--- src/rtl/dit_pkg.sv ---
package dit_pkg;
  localparam int PRE_W  = 9;
  localparam int DIV_W  = 2;
  localparam int NTAP   = 4;
  localparam int TAP_POS [NTAP] = '{0, 2, 4, 8};

  typedef enum logic [1:0] {
    LO_EXT = 2'b00,
    LO_T1  = 2'b01,
    LO_T4  = 2'b10,
    LO_T16 = 2'b11
  } lo_sel_e;

  typedef enum logic [1:0] {
    HI_MATCH = 2'b00,
    HI_T1    = 2'b01,
    HI_T16   = 2'b10,
    HI_T256  = 2'b11
  } hi_sel_e;
endpackage

--- src/rtl/dit_prescaler.sv ---
module dit_prescaler
  import dit_pkg::*;
#(
  parameter int PW = PRE_W,
  parameter int DW = DIV_W
) (
  input  logic            clk,
  input  logic            rst_n,
  input  logic            run,
  output logic [NTAP-1:0] tap
);
  logic [DW-1:0] div_q, div_d;
  logic [PW-1:0] pre_q, pre_d;
  logic          base_tick;

  always_comb begin
    base_tick = run && (div_q == '1);
    div_d     = run ? DW'(div_q + 1'b1) : '0;
    if (!run)          pre_d = '0;
    else if (base_tick) pre_d = PW'(pre_q + 1'b1);
    else               pre_d = pre_q;
  end

  always_ff @(posedge clk or negedge rst_n) begin
    if (!rst_n) begin
      div_q <= '0;
      pre_q <= '0;
    end else begin
      div_q <= div_d;
      pre_q <= pre_d;
    end
  end

  for (genvar k = 0; k < NTAP; k++) begin : g_tap
    assign tap[k] = base_tick && (&pre_q[TAP_POS[k]:0]);
  end

  // a stopped prescaler is cleared
  p_halt_clear_r2: assert property (@(posedge clk) disable iff (!rst_n)
    !run |=> (pre_q == '0 && div_q == '0));

  // base ticks are never back to back
  p_tick_spacing_r1: assert property (@(posedge clk) disable iff (!rst_n)
    base_tick |=> !base_tick);

  for (genvar k = 1; k < NTAP; k++) begin : g_nest
    // a slower tap only fires together with every faster one
    p_tap_nest_r3: assert property (@(posedge clk) disable iff (!rst_n)
      tap[k] |-> tap[k-1]);
  end
endmodule

--- src/rtl/dit_edge_sync.sv ---
module dit_edge_sync (
  input  logic clk,
  input  logic rst_n,
  input  logic din,
  output logic rise
);
  logic s1_q, s2_q, s3_q;

  always_ff @(posedge clk or negedge rst_n) begin
    if (!rst_n) begin
      s1_q <= 1'b0;
      s2_q <= 1'b0;
      s3_q <= 1'b0;
    end else begin
      s1_q <= din;
      s2_q <= s1_q;
      s3_q <= s2_q;
    end
  end

  assign rise = s2_q && !s3_q;

  // one enable per edge
  p_edge_single_r5: assert property (@(posedge clk) disable iff (!rst_n)
    rise |=> !rise);
endmodule

--- src/rtl/dit_counter.sv ---
module dit_counter #(
  parameter int W = 8
) (
  input  logic         clk,
  input  logic         rst_n,
  input  logic         run,
  input  logic         inc,
  input  logic         wrap,
  output logic [W-1:0] cnt,
  output logic [W-1:0] cnt_nxt
);
  logic [W-1:0] cnt_q;

  always_comb begin
    if (!run)      cnt_nxt = '0;
    else if (inc)  cnt_nxt = wrap ? '0 : W'(cnt_q + 1'b1);
    else           cnt_nxt = cnt_q;
  end

  always_ff @(posedge clk or negedge rst_n) begin
    if (!rst_n) cnt_q <= '0;
    else        cnt_q <= cnt_nxt;
  end

  assign cnt = cnt_q;

  // stopped counter reads zero
  p_stop_zero_r7: assert property (@(posedge clk) disable iff (!rst_n)
    !run |=> (cnt == '0));

  // one step per enable
  p_step_r4: assert property (@(posedge clk) disable iff (!rst_n)
    (run && inc && !wrap) |=> (cnt == W'($past(cnt) + 1'b1)));

  // no enable, no change
  p_hold_r4: assert property (@(posedge clk) disable iff (!rst_n)
    (run && !inc) |=> $stable(cnt));
endmodule

--- src/rtl/dual_interval_timer.sv ---
module dual_interval_timer
  import dit_pkg::*;
#(
  parameter int CNT_W = 8
) (
  input  logic             clk,
  input  logic             rst_n,
  input  logic             pre_run,
  input  logic             run0,
  input  logic             run1,
  input  logic [1:0]       clk_sel0,
  input  logic [1:0]       clk_sel1,
  input  logic             cascade,
  input  logic             ext_cnt,
  input  logic [CNT_W-1:0] cmp0,
  input  logic [CNT_W-1:0] cmp1,
  output logic [CNT_W-1:0] count0,
  output logic [CNT_W-1:0] count1,
  output logic             match0,
  output logic             match1
);
  localparam int FULL_W = 2 * CNT_W;

  logic [NTAP-1:0]   tap;
  logic              ext_rise;
  logic [1:0]        run_v, inc_v, wrap_v;
  logic [CNT_W-1:0]  cnt_v [2];
  logic [CNT_W-1:0]  nxt_v [2];
  logic [FULL_W-1:0] full_cnt, full_cmp, full_nxt;
  logic              wrap16;
  logic              match0_q, match0_d, match1_q, match1_d;

  dit_prescaler u_pre (
    .clk   (clk),
    .rst_n (rst_n),
    .run   (pre_run),
    .tap   (tap)
  );

  dit_edge_sync u_ext (
    .clk   (clk),
    .rst_n (rst_n),
    .din   (ext_cnt),
    .rise  (ext_rise)
  );

  assign run_v = {run1, run0};

  for (genvar i = 0; i < 2; i++) begin : g_cnt
    dit_counter #(.W(CNT_W)) u_cnt (
      .clk     (clk),
      .rst_n   (rst_n),
      .run     (run_v[i]),
      .inc     (inc_v[i]),
      .wrap    (wrap_v[i]),
      .cnt     (cnt_v[i]),
      .cnt_nxt (nxt_v[i])
    );
  end

  assign full_cnt = {cnt_v[1], cnt_v[0]};
  assign full_cmp = {cmp1, cmp0};
  assign full_nxt = {nxt_v[1], nxt_v[0]};
  assign wrap16   = (full_cnt == full_cmp);

  always_comb begin
    case (lo_sel_e'(clk_sel0))
      LO_EXT:  inc_v[0] = ext_rise;
      LO_T1:   inc_v[0] = tap[0];
      LO_T4:   inc_v[0] = tap[1];
      default: inc_v[0] = tap[2];
    endcase

    if (cascade) begin
      wrap_v[0] = wrap16;
      wrap_v[1] = wrap16;
      inc_v[1]  = run0 && inc_v[0] && ((cnt_v[0] == '1) || wrap16);
    end else begin
      wrap_v[0] = (cnt_v[0] == cmp0);
      wrap_v[1] = (cnt_v[1] == cmp1);
      case (hi_sel_e'(clk_sel1))
        HI_MATCH: inc_v[1] = match0_q;
        HI_T1:    inc_v[1] = tap[0];
        HI_T16:   inc_v[1] = tap[2];
        default:  inc_v[1] = tap[3];
      endcase
    end

    match0_d = !cascade && run0 && inc_v[0] && (nxt_v[0] == cmp0);
    if (cascade) match1_d = run0 && inc_v[0] && (full_nxt == full_cmp);
    else         match1_d = run1 && inc_v[1] && (nxt_v[1] == cmp1);
  end

  always_ff @(posedge clk or negedge rst_n) begin
    if (!rst_n) begin
      match0_q <= 1'b0;
      match1_q <= 1'b0;
    end else begin
      match0_q <= match0_d;
      match1_q <= match1_d;
    end
  end

  assign count0 = cnt_v[0];
  assign count1 = cnt_v[1];
  assign match0 = match0_q;
  assign match1 = match1_q;

  // match pulses last one cycle
  p_match0_single_r8: assert property (@(posedge clk) disable iff (!rst_n)
    match0 |=> !match0);
  p_match1_single_r8: assert property (@(posedge clk) disable iff (!rst_n)
    match1 |=> !match1);

  // 8-bit match coincides with the compare value
  p_match0_value_r8: assert property (@(posedge clk) disable iff (!rst_n)
    match0 |-> (count0 == $past(cmp0)));

  // low match silent in 16-bit mode
  p_cascade_quiet_r9: assert property (@(posedge clk) disable iff (!rst_n)
    cascade |=> !match0);

  // carry from low byte advances high byte
  p_cascade_carry_r9: assert property (@(posedge clk) disable iff (!rst_n)
    (cascade && run0 && run1 && inc_v[0] && count0 == '1 && !wrap16)
      |=> (count1 == CNT_W'($past(count1) + 1'b1) && count0 == '0));
endmodule

--- config.mk ---
export PLATFORM = sky130hd
export DESIGN_NAME = dual_interval_timer
export DESIGN_NICKNAME = d
export VERILOG_FILES = /design/src/rtl/dit_pkg.sv /design/src/rtl/dit_prescaler.sv /design/src/rtl/dit_edge_sync.sv /design/src/rtl/dit_counter.sv /design/src/rtl/dual_interval_timer.sv
export SDC_FILE = /design/constraint.sdc
export NUM_CORES = 1
export LEC_CHECK = 0
export BUFFER_PORTS_ARGS = -buffer_cell sky130_fd_sc_hd__buf_4
export CORE_MARGIN = 5
export CORE_UTILIZATION = 50
export CTS_BUF_LIST = sky130_fd_sc_hd__clkbuf_16
export CTS_CLUSTER_DIAMETER = 200
export CTS_CLUSTER_SIZE = 8
export DETAILED_ROUTE_END_ITERATION = 12
export PLACE_DENSITY = 0.74
export SYNTH_ARGS = -nofsm -noshare
export SYNTH_HDL_FRONTEND = slang
export SYNTH_HIERARCHICAL = 1
export SYNTH_SLANG_ARGS = --single-unit
--- constraint.sdc ---
create_clock -name clk -period 3.32 [get_ports clk]
set_input_delay 0.664 -clock clk [delete_from_list [all_inputs] [get_ports clk]]
set_output_delay 0.664 -clock clk [all_outputs]
set_load 0.03 [all_outputs]
---- Yosys cells after proc, flatten, opt, wreduce, memory -nomap -nowiden ----
Cells that the tools add are included.
word-level totals
  register bits ........................... 32
  output and inout bits ................... 18
  logic and storage cells ................. 62
operators by class
  add/subtract/negate cells ............... 4
  equal/unequal tests ..................... 13
  multiplexer cells ....................... 14
  reductions and logical operators ........ 22
operators with widths
  cell                   number
  $mux W8                6
  $eq A16 B16 Y1         2
  $eq A8 B8 Y1           4
  $mux W9                2
  $add A8 B1 Y8 const B  2
  $logic_and A1 B1 Y1    14
  $add A9 B1 Y9 const B  1
  $reduce_and A9 Y1      1
  $eq A8 B8 Y1 const B   1
  $eq A2 B2 Y1 const B   3
  $pmux W1 S3            2
  $reduce_and A5 Y1      1
  $eq A2 B1 Y1 const B   2
  $logic_not A2 Y1       2
  $mux W2                2
  $reduce_and A3 Y1      1
  $add A2 B1 Y2 const B  1
  $logic_not A1 Y1       2
  $mux W1                2
  $ne A2 B1 Y1 const B   1
  $logic_or A1 B1 Y1     1

---- Depth between registers and ports, before layout ----
Gate-level depths: netlist of the first run.
  word-level depth ........................ 12
  gate-level depth with buffers ........... 15

---- Cells and area by module ----
The synthesis of the first run kept the hierarchy.
modules (own cells, without submodules)
  module               instances  cells each  area each (um2)  seq. area each (um2)
  dit_counter          2          40          399.1            200.2
  dit_prescaler        1          53          596.8            275.3
  dual_interval_timer  1          65          575.6            50.0
  dit_edge_sync        1          4           88.8             75.1

---- Worst setup path before layout of the first run ----
OpenSTA, ideal clock, no wires.
  path type ............................... register to register
  from .................................... reg u_pre.pre_q[0]
  to ...................................... reg match1_q (netlist: match1)
  arrival ................................. 2752 ps
  required time ........................... 3233 ps
  slack ................................... 481 ps
  stages on the path, launching flop included .. 15
  buffers on the path ..................... 1
  clock period less this slack ............ 2839 ps
  cells stage by stage .................... dfrtp_1 -> ha_1 -> and3_2 -> ha_1 -> and3_2 -> mux2i_1 -> mux2i_1 -> buf_2 -> nand4_1 -> or3_1 -> a21oi_1 -> xor2_1 -> nor4_2 -> nand4_1 -> a211oi_2
on the way
  elaborated cells on any way between the ends .. 22
RTL lines
  item                    line                        RTL
  from (decl)             dit_prescaler.sv:13         logic [PW-1:0] pre_q, pre_d;
  from (signal assigned)  dit_prescaler.sv:30         pre_q <= pre_d;
  $reduce_and A5 Y1       dit_prescaler.sv:35         assign tap[k] = base_tick && (&pre_q[TAP_POS[k]:0]);
  $logic_and A1 B1 Y1     dit_prescaler.sv:35
  via tap[2]              dual_interval_timer.sv:24   logic [NTAP-1:0] tap;
  $pmux W1 S3             dual_interval_timer.sv:67   case (lo_sel_e'(clk_sel0))
  via inc_v[0]            dual_interval_timer.sv:26   logic [1:0] run_v, inc_v, wrap_v;
  $mux W8                 dit_counter.sv:16           else if (inc) cnt_nxt = wrap ? '0 : W'(cnt_q + 1'b1);
  $mux W8                 dit_counter.sv:15           if (!run) cnt_nxt = '0;
  via full_nxt[7]         dual_interval_timer.sv:29   logic [FULL_W-1:0] full_cnt, full_cmp, full_nxt;
  $eq A16 B16 Y1          dual_interval_timer.sv:90   if (cascade) match1_d = run0 && inc_v[0] && (full_nxt == full_cmp);
  $logic_and A1 B1 Y1     dual_interval_timer.sv:90
  $mux W1                 dual_interval_timer.sv:90
  via match1_d            dual_interval_timer.sv:31   logic match0_q, match0_d, match1_q, match1_d;
  to (signal assigned)    dual_interval_timer.sv:100  match1_q <= match1_d;
  to (decl)               dual_interval_timer.sv:31
The timed path passes the listed nets, and every way through them passes these cells.
A chain may end at the register's enable or synchronous reset.

---- Worst setup path in the final report of the first run ----
  from .................................... reg u_pre.pre_q[0]
  to ...................................... reg match1_q (netlist: match1)
on the way
  cells in the longest elaborated chain, start to end .. 11
  elaborated cells on any way between the ends .. 22
RTL lines
  item                                                   line                                                  RTL
  $reduce_and A5 Y1 (*)                                  dit_prescaler.sv:35
  $logic_and A1 B1 Y1 (*)                                dit_prescaler.sv:35
  via tap[2]                                             dual_interval_timer.sv:24
  $pmux W1 S3                                            dual_interval_timer.sv:67
  $logic_and A1 B1 Y1 (2 in series)                      dual_interval_timer.sv:77                             inc_v[1] = run0 && inc_v[0] && ((cnt_v[0] == '1) || wrap16);
  $mux W1 (*)                                            dual_interval_timer.sv:74                             if (cascade) begin
  via inc_v[1]                                           dual_interval_timer.sv:26
  $mux W8 (*)                                            dit_counter.sv:16
  $mux W8 (*)                                            dit_counter.sv:15
  via full_nxt[14]                                       dual_interval_timer.sv:29
  $eq A16 B16 Y1 / $eq A8 B8 Y1 (equally long branches)  dual_interval_timer.sv:90, dual_interval_timer.sv:91
  $logic_and A1 B1 Y1, on equally long branches          dual_interval_timer.sv:90, dual_interval_timer.sv:91
  $mux W1 (*)                                            dual_interval_timer.sv:90
  via match1_d                                           dual_interval_timer.sv:31
Mark *: on every way through the listed nets, which the timed path passes. The rest lies on a longest branch.

==> run_results.csv, run 1 <==
group,metric,value,unit
power,power_density,352.7,nW/µm²
drt,ant_nets,0,
min_path,hp-class,"in -> async",
power,p_leak,1.265,nW
power,power_report.internal_total,0.0007200,W
setup_path,regToRegEndpoint,"match1$_DFF_PN0_",
timing,report.final.slew_viol_count,0,
floorplanning,num_rows,23,
floorplanning,die_width,74.18,µm
setup_path,critical_path_class,"reg -> reg",
timing,achievable_clock_frequency,0.3209,GHz
floorplanning,fp.dieH,74.18,µm
clock_network,clockBufferDepth,2,
logic_synthesis,synth_seq_cells,32,
setup_path,path_cells,"ha_1 -> and3_2 -> ha_1 -> and3_2 -> mux4_2 -> mux2i_1 -> a21oi_1 -> buf_4 -> nand2_1 -> nand2_1 -> a21oi_1 -> xnor2_1 -> nand4_1 -> a211oi_2",
clock_network,tritoncts.num_buffers,5,
timing,layout_worst_path_cycle_share,93.87,%
logic_synthesis,synthesis.area,2059,µm²
job,cap_viol_max_count,0,
setup_path,crit_path_max_fanout,6,
layout,finalNonFillerCells,312,
logic_synthesis,synth-seq-area-share,38.88,%
drt,routed_via_density,5.516,
global_route,gr-usage-met1,24.32,%
setup_path,timing.critical_path.required,3.52,ns
power,seq_power_share,42.4,%
logic_synthesis,yosys_most_used_dff,"sky130_fd_sc_hd__dfrtp_1",
global_route,grt_first_pass_wirelength,8.217,mm
logic_synthesis,top_cell_type_by_total_area_after_synthesis,"sky130_fd_sc_hd__dfrtp_1",
setup_path,critPathMaxStageDelay,0.48,ns
power,fin_total_pwr,0.0009414,W
logic_synthesis,synth_cells,202,
clock_network,postCtsSetupRepairBufs,0,
setup_path,crit_arrival,3.31,ns
drt,wire_length_per_cell,15.59,µm
placement,dp_cells,304,
logic_synthesis,synth_cell_type_count,34,
logic_synthesis,synthTopCellsByArea,"sky130_fd_sc_hd__dfrtp_1 39%, sky130_fd_sc_hd__xor2_1 13%, sky130_fd_sc_hd__ha_1 4.3%",
logic_synthesis,post_synth.cell_area_avg,10.20,µm²
setup_path,rrSetupSlack,0.20,ns
logic_synthesis,synth-async-reset-ratio,100.0,%
layout,layout-area-overhead-vs-synth,29.59,%
power,clock_power_share,47.8,%
clock_network,htreeDepth,2,
setup_path,worst_path_max_delay_cell,"sky130_fd_sc_hd__mux4_2",
layout,fin_nets,295,
placement,numPortBuffers,44,
power,switchingPower,0.0002214,W
timing,final_hold_viol_count,0,
global_route,maximum_number_of_pins_on_one_net_before_global_route_repair,33,
timing,max-slew-margin-rel,72.79,%
clock_network,insertion_delay,0.28,ns
floorplanning,fp.dieArea,5503,µm²
setup_path,reg2reg_depth,14,
global_route,grt_use_total,19.76,%
setup_path,worst_setup_path_end_kind,"register",
power,share_comb_of_total_power,9.8,%
timing,grt_setup_unrepaired,"no",
floorplanning,core-area,4000,µm²
timing,max_slew.worst_pin.slew,0.4082,ns
logic_synthesis,synth_common_cells,"32 x sky130_fd_sc_hd__dfrtp_1, 31 x sky130_fd_sc_hd__xor2_1, 14 x sky130_fd_sc_hd__nand4_1, 11 x sky130_fd_sc_hd__nand2_1, 10 x sky130_fd_sc_hd__xnor2_1",
drt,vias,1721,
clock_network,post_cts.resized_instances,0,
timing,tns,0,ns
global_route,grt_util_met2,32.68,%
power,netSwitchingFraction,23.52,%
clock_network,numClockSinks,32,
clock_network,clock_root_buffer_master,"sky130_fd_sc_hd__clkbuf_16",
placement,place.gp.congestion,0.8007,
logic_synthesis,count_of_flip_flops_with_a_built_in_enable_after_synthesis,0,
global_route,overflow,0,
global_route,via_count_of_the_first_global_routing_pass,1755,
logic_synthesis,syn-num-nets,236,
clock_network,post_cts_hold_buffer_count,0,
placement,hpwl_detailed,3.751,mm
clock_network,cts_tree,"done",
logic_synthesis,netlist.area_leader.share,38.88,%
timing,timing.clock.skew,0.004103,ns
global_route,grt.met3_usage,5.405,%
drt,detail_route.first_pass.iterations,4,
timing,finalWorstPathRequiredPeriod,3.117,ns
clock_network,clkSlewWorstSetupHoldPaths,0.05,ns
timing,setup_violations,0,
global_route,global_routing_s_busiest_layer,"met2",
run_status,run_status,"finished clean",
drt,first_iter_violations,48,
logic_synthesis,yosysWarnings,6,
setup_path,cp-start-kind,"register",
drt,routed_wirelength,4.864,mm
power,max-vdd-ir-drop,280.4,µV
layout,layout-drive-gt1-share,30.15,%
drt,drc,0,
layout,num_antenna_cells,0,
logic_synthesis,post-synth-top-count-cell,"sky130_fd_sc_hd__dfrtp_1",
setup_path,crit-reg2reg-launch,"u_pre/pre_q[0]$_DFFE_PN0P_",
global_route,grt_antenna_before_repair,0,
floorplanning,initial_core_util,51.49,%
floorplanning,ioPinCount,45,
## stage by stage
stage	utilization [%]	cell area, µm²	worst slack (ns)	hold WS (ns)
finish	66.72	2669	0.2035	0.3143
global route	66.72	2669	0.006644	0.3527
CTS	66.72	2669	0.1945	0.3312
detailed placement	63.00	2520	0.08773	0.3433
global placement	63.00	2520	0.1340	0.3365
floorplan	-	2059	0.4812	0.3312
## critical path: cells and delay by family (launching register included)
kind	cells	cell delay, ns
simple gates	5	0.72
mux	2	0.62
compound gates	3	0.55
fa+ha+maj	2	0.39
flops	1	0.38
buf+inv	1	0.19
xor+xnor	1	0.16
## registers in the layout (all words and copies together), names as in the netlist
| register | flops |
|---|---|
| u_ext/s2_q | 1 |
| u_ext/s3_q | 1 |
| match0 | 1 |
| u_pre/div_q | 2 |
| match1 | 1 |
| u_ext/s1_q | 1 |
| g_cnt.u_cnt/cnt | 16 |
| u_pre/pre_q | 9 |
## cell families after synthesis
family | after synthesis | share of synthesized area, %
AND/OR/NAND/NOR | 81 | 24.97
XOR/XNOR | 41 | 17.44
flip-flops | 32 | 38.88
AO/OA/AOI/OAI | 28 | 8.505
multiplexers | 8 | 4.496
adder cells (fa/ha/maj) | 7 | 4.253
buffers and inverters | 5 | 1.458
## layout make-up
type / count / area [µm²]
Clock buffer: 5 / 125.1
Clock inverter: 3 / 23.77
Fill cell: 321 / 1331
Multi-Input combinational cell: 165 / 1229
Sequential cell: 32 / 800.8
Tap cell: 50 / 62.56
Timing Repair Buffer: 57 / 427.9
## worst max-delay path by stage
stage                             to  depth (start not counted)                        from  slack [ns]
floorplan           match1$_DFF_PN0_                         14  u_pre/pre_q[0]$_DFFE_PN0P_        0.48
global placement    match1$_DFF_PN0_                         12                     cmp1[5]        0.13
detailed placement  match1$_DFF_PN0_                         12                     cmp1[5]        0.09
CTS                 match1$_DFF_PN0_                         14  u_pre/pre_q[0]$_DFFE_PN0P_        0.19
global route        match1$_DFF_PN0_                         14  u_pre/pre_q[0]$_DFFE_PN0P_       0.007
finish              match1$_DFF_PN0_                         14  u_pre/pre_q[0]$_DFFE_PN0P_        0.20
## per-layer routing
layer | share of wire, % | routed length [µm] | vias to the layer above
li1 | - | - | 846
met1 | 43 | 2078 | 814
met2 | 49 | 2400 | 47
met3 | 5.4 | 265 | 14
met4 | 2.4 | 119 | 0
met5 | 0 | 0 | -
## cells in the final DEF, fill, tap and decap left out, types with 2 or more instances in the layout
cell,n
sky130_fd_sc_hd__dfrtp_1,32
sky130_fd_sc_hd__nand2_1,11
sky130_fd_sc_hd__buf_4,57
sky130_fd_sc_hd__a21boi_1,3
sky130_fd_sc_hd__mux2i_1,7
sky130_fd_sc_hd__nor2b_1,6
sky130_fd_sc_hd__xnor2_1,10
sky130_fd_sc_hd__nor4_1,4
sky130_fd_sc_hd__ha_1,7
sky130_fd_sc_hd__nand4_1,14
sky130_fd_sc_hd__nor3b_1,2
sky130_fd_sc_hd__a21boi_0,2
sky130_fd_sc_hd__and2_1,4
sky130_fd_sc_hd__xor2_1,31
sky130_fd_sc_hd__o21a_1,3
sky130_fd_sc_hd__nand3_1,6
sky130_fd_sc_hd__or3_1,9
sky130_fd_sc_hd__nor2_1,8
sky130_fd_sc_hd__clkinvlp_4,2
sky130_fd_sc_hd__nand4_2,3
sky130_fd_sc_hd__o21ai_0,9
sky130_fd_sc_hd__and3_2,4
sky130_fd_sc_hd__clkbuf_16,5
sky130_fd_sc_hd__nand3b_1,3
sky130_fd_sc_hd__a21oi_1,9
sky130_fd_sc_hd__nand2b_1,3
## power by group through the flow
stage / Combinational [W] / Sequential (W) / Clock, W
after CTS: 0.0000944 / 0.000399 / 0.000455
after floorplan: 0.0000390 / 0.000407 / 0
after global routing: 0.000103 / 0.000399 / 0.000479
after detailed placement: 0.0000937 / 0.000406 / 0
final: 0.0000927 / 0.000399 / 0.000450
after global placement: 0.0000925 / 0.000405 / 0
Note: power is estimated with default switching activity, not from simulation.
==> run 2, diff against run 1 <==
Settings changed: ABC_AREA set to 1, PLACE_DENSITY 0.74 to 0.73.
==> run 2 against run 1 <==
Effect of this change:
- largest power group unchanged
- highest routed layer unchanged
- power rose by 11%
- routed wire length increased by 4.1%
- critical path depth is 8 higher
- non-clock buffer count fell by 10
- die area is 10% higher
- core utilization shrank 1.5 points
- global-route usage shrank 1.6 points
==> run_results.csv, run 2 <==
group,metric,value,unit
setup_path,critPathMostFrequentCell,"sky130_fd_sc_hd__nand2_1",
clock_network,insertion_delay,0.27,ns
setup_path,crit_family,"compound AO/OA/AOI/OAI gates",
layout,utilization,65.19,%
power,max-vdd-ir-drop,225.1,µV
timing,max_slew.worst_pin.slew,0.4374,ns
setup_path,worst_setup_path_end_kind,"register",
layout,layout-area-overhead-vs-synth,24.80,%
timing,report.final.slew_viol_count,0,
logic_synthesis,yosys_most_used_dff,"sky130_fd_sc_hd__dfrtp_1",
global_route,grt_first_pass_wirelength,9.266,mm
logic_synthesis,post_synth.cell_area_avg,6.645,µm²
timing,max-slew-margin-rel,70.84,%
placement,place.gp.congestion,0.8069,
global_route,global_routing_s_busiest_layer,"met2",
setup_path,critPathMaxStageDelay,0.40,ns
clock_network,cts_tree,"done",
logic_synthesis,synthesis.area,2306,µm²
logic_synthesis,yosysWarnings,6,
clock_network,clock_root_buffer_master,"sky130_fd_sc_hd__clkbuf_16",
layout,fill_cell_instance_count_of_the_final_layout,411,
layout,largest_register_ff_count,16,
min_path,hp-class,"in -> async",
global_route,overflow,0,
timing,timing.clock.skew,0.003765,ns
logic_synthesis,count_of_flip_flops_with_a_built_in_enable_after_synthesis,0,
layout,finalNonFillerCells,452,
layout,layout-drive-gt1-share,18.00,%
job,cap_viol_max_count,0,
logic_synthesis,syn-num-nets,381,
floorplanning,initial_core_util,52.24,%
timing,achievable_clock_frequency,0.3412,GHz
placement,total_placed_instance_area,2685,µm²
setup_path,critical_path_class,"reg -> reg",
global_route,grt_util_met2,29.97,%
floorplanning,die_width,77.91,µm
layout,most_common_library_cell_in_the_layout_ignoring_fill_and_taps,"sky130_fd_sc_hd__nand2_1",
layout,fin_nets,433,
logic_synthesis,synth_cells,347,
setup_path,startpoint_of_the_most_critical_setup_path,"u_pre/pre_q[1]$_DFFE_PN0P_",
global_route,via_count_of_the_first_global_routing_pass,2096,
logic_synthesis,synthTopCellsByArea,"sky130_fd_sc_hd__dfrtp_1 35%, sky130_fd_sc_hd__nand2_1 17%, sky130_fd_sc_hd__inv_1 11%",
logic_synthesis,post-synth-top-count-cell,"sky130_fd_sc_hd__nand2_1",
timing,setup_violations,0,
layout,multi_input_area,1240,µm²
floorplanning,core-area,4414,µm²
logic_synthesis,top_cell_type_by_total_area_after_synthesis,"sky130_fd_sc_hd__dfrtp_1",
drt,first_iter_violations,125,
floorplanning,fp.dieArea,6070,µm²
setup_path,timing.critical_path.required,3.51,ns
logic_synthesis,synth_cell_type_count,27,
global_route,grt.met3_usage,3.704,%
drt,drc,0,
logic_synthesis,netlist.area_leader.share,34.73,%
layout,num_antenna_cells,0,
logic_synthesis,synth-async-reset-ratio,100.0,%
drt,routed_via_density,4.785,
clock_network,htreeDepth,2,
clock_network,numClockSinks,32,
floorplanning,fp.dieH,77.91,µm
placement,placement.setup.worst_slack,0.3387,ns
timing,layout_worst_path_cycle_share,88.27,%
logic_synthesis,synth-seq-area-share,34.73,%
timing,final_hold_viol_count,0,
placement,numPortBuffers,44,
drt,detail_route.first_pass.iterations,4,
drt,routed_wirelength,5.063,mm
setup_path,path_cells,"ha_1 -> nand2_1 -> nor2_1 -> nand3_1 -> nor2_1 -> ha_1 -> inv_1 -> nor2_1 -> inv_1 -> nand2_1 -> o211ai_1 -> nand2_1 -> nand2_1 -> nand2_2 -> a21oi_1 -> o21ai_0 -> a21oi_1 -> xnor2_1 -> nand4_1 -> nor2_1 -> nand2_1 -> a21oi_1",
logic_synthesis,synth_seq_cells,32,
layout,ff_latch_area,800.8,µm²
global_route,grt_antenna_before_repair,0,
clock_network,post_cts_hold_buffer_count,0,
power,power_density,362.3,nW/µm²
floorplanning,num_rows,24,
power,p_leak,1.509,nW
timing,finalWorstPathRequiredPeriod,2.931,ns
setup_path,cp.buffers_inverters,2,
drt,ant_nets,0,
drt,wire_length_per_cell,11.20,µm
run_status,run_status,"finished clean",
placement,dp_cells,441,
setup_path,cp-start-kind,"register",
logic_synthesis,synth_common_cells,"104 x sky130_fd_sc_hd__nand2_1, 66 x sky130_fd_sc_hd__inv_1, 47 x sky130_fd_sc_hd__nor2_1, 32 x sky130_fd_sc_hd__dfrtp_1, 21 x sky130_fd_sc_hd__a21oi_1",
floorplanning,ioPinCount,45,
placement,hpwl_detailed,3.904,mm
global_route,maximum_number_of_pins_on_one_net_before_global_route_repair,33,
setup_path,crit-reg2reg-launch,"u_pre/pre_q[1]$_DFFE_PN0P_",
layout,mostFrequentLayoutCells,"103 x sky130_fd_sc_hd__nand2_1, 66 x sky130_fd_sc_hd__inv_1, 47 x sky130_fd_sc_hd__nor2_1, 47 x sky130_fd_sc_hd__buf_4, 32 x sky130_fd_sc_hd__dfrtp_1",
drt,vias,2163,
clock_network,clkSlewWorstSetupHoldPaths,0.05,ns
clock_network,clockBufferDepth,2,
timing,worst_slack,0.3895,ns
global_route,gr-usage-met1,23.95,%
global_route,grt_use_total,18.17,%
setup_path,crit_path_max_fanout,7,
setup_path,worst_path_max_delay_cell,"sky130_fd_sc_hd__dfrtp_1",
setup_path,crit_arrival,3.13,ns
layout,post-route-cell-area,2878,µm²
timing,tns,0,ns
clock_network,tritoncts.num_buffers,5,
==> run 2: cell types whose count changed after synthesis, moves of 11 or more <==
cell / before / now
sky130_fd_sc_hd__nor2_1: 8 / 47
sky130_fd_sc_hd__xor2_1: 31 / 4
sky130_fd_sc_hd__a21oi_1: 9 / 21
sky130_fd_sc_hd__nand2_1: 11 / 104
sky130_fd_sc_hd__nand3_1: 6 / 17
sky130_fd_sc_hd__inv_1: 0 / 66
==> run 2: logic make-up (layout without fill, tap and decap cells) <==
| group | count (synthesis) | after routing | synth area share (%) |
|---|---|---|---|
| AOI/OAI and AO/OA | 33 | 33 | 7.596 |
| xor gates and xnor gates | 16 | 16 | 6.077 |
| adders and majority gates | 7 | 7 | 3.798 |
| buffers and inverters | 69 | 122 | 11.61 |
| DFF | 32 | 32 | 34.73 |
| and+or+nand+nor | 190 | 190 | 36.19 |
==> run 2: worst reg2reg max path: stages, from the launching register on <==
cell and delay, ns:
sky130_fd_sc_hd__dfrtp_1 0.40, sky130_fd_sc_hd__ha_1 0.20, sky130_fd_sc_hd__nand2_1 0.09, sky130_fd_sc_hd__nor2_1 0.06
sky130_fd_sc_hd__nand3_1 0.06, sky130_fd_sc_hd__nor2_1 0.05, sky130_fd_sc_hd__ha_1 0.17, sky130_fd_sc_hd__inv_1 0.05
sky130_fd_sc_hd__nor2_1 0.04, sky130_fd_sc_hd__inv_1 0.05, sky130_fd_sc_hd__nand2_1 0.05, sky130_fd_sc_hd__o211ai_1 0.07
sky130_fd_sc_hd__nand2_1 0.09, sky130_fd_sc_hd__nand2_1 0.07, sky130_fd_sc_hd__nand2_2 0.10, sky130_fd_sc_hd__a21oi_1 0.40
sky130_fd_sc_hd__o21ai_0 0.15, sky130_fd_sc_hd__a21oi_1 0.22, sky130_fd_sc_hd__xnor2_1 0.15, sky130_fd_sc_hd__nand4_1 0.12
sky130_fd_sc_hd__nor2_1 0.10, sky130_fd_sc_hd__nand2_1 0.05, sky130_fd_sc_hd__a21oi_1 0.11
==> run 2: through the flow <==
step / total power [W] / hold slack (ns)
4_1_cts: 0.001050 / 0.3426
2_1_floorplan: 0.0004771 / 0.3312
5_1_grt: 0.001094 / 0.3657
6_report: 0.001043 / 0.3254
3_3_place_gp: 0.0005311 / 0.3321
3_5_place_dp: 0.0005337 / 0.3363
==> run 2: per-layer routing <==
metal,vias up,share of wire (%)
met5,-,0
met4,0,1.4
met3,6,4.8
met2,51,47
met1,947,46
li1,1159,-
==> run 2: final timing paths <==
path / to / slack [ns] / depth (start not counted)
max in group asynchronous: g_cnt[1].u_cnt/cnt[5]$_DFF_PN0_ / 2.70 / 1
min reg2reg: u_ext/s2_q$_DFF_PN0_ / 0.35 / 0
min in group clk: u_ext/s2_q$_DFF_PN0_ / 0.35 / 0
max reg2reg: match1$_DFF_PN0_ / 0.39 / 22
max: match1$_DFF_PN0_ / 0.39 / 22
min: u_pre/pre_q[6]$_DFFE_PN0P_ / 0.33 / 1
==> run 2: final cells by class <==
type                       count  area share [%]
tap                           52           2.261
clock buffer                   5           4.348
inverter                      67           8.739
multi-input combinational    246           43.09
sequential                    32           27.83
timing repair buffer          47           12.26
clock inverter                 3           1.478
==> run 2: timing repair <==
item | 4_1_cts | 5_1_grt
buffers inserted | 0 | 3
endpoints found under the setup margin | 0 | 1
gates resized for setup | 0 | 1
==> run 2: power by group <==
group          leakage, nW  internal [W]  switching [W]
sequential           0.436      0.000397     0.00000677
combinational        0.993     0.0000534      0.0000699
clock               0.0798      0.000352       0.000163
total                 1.51      0.000803       0.000240
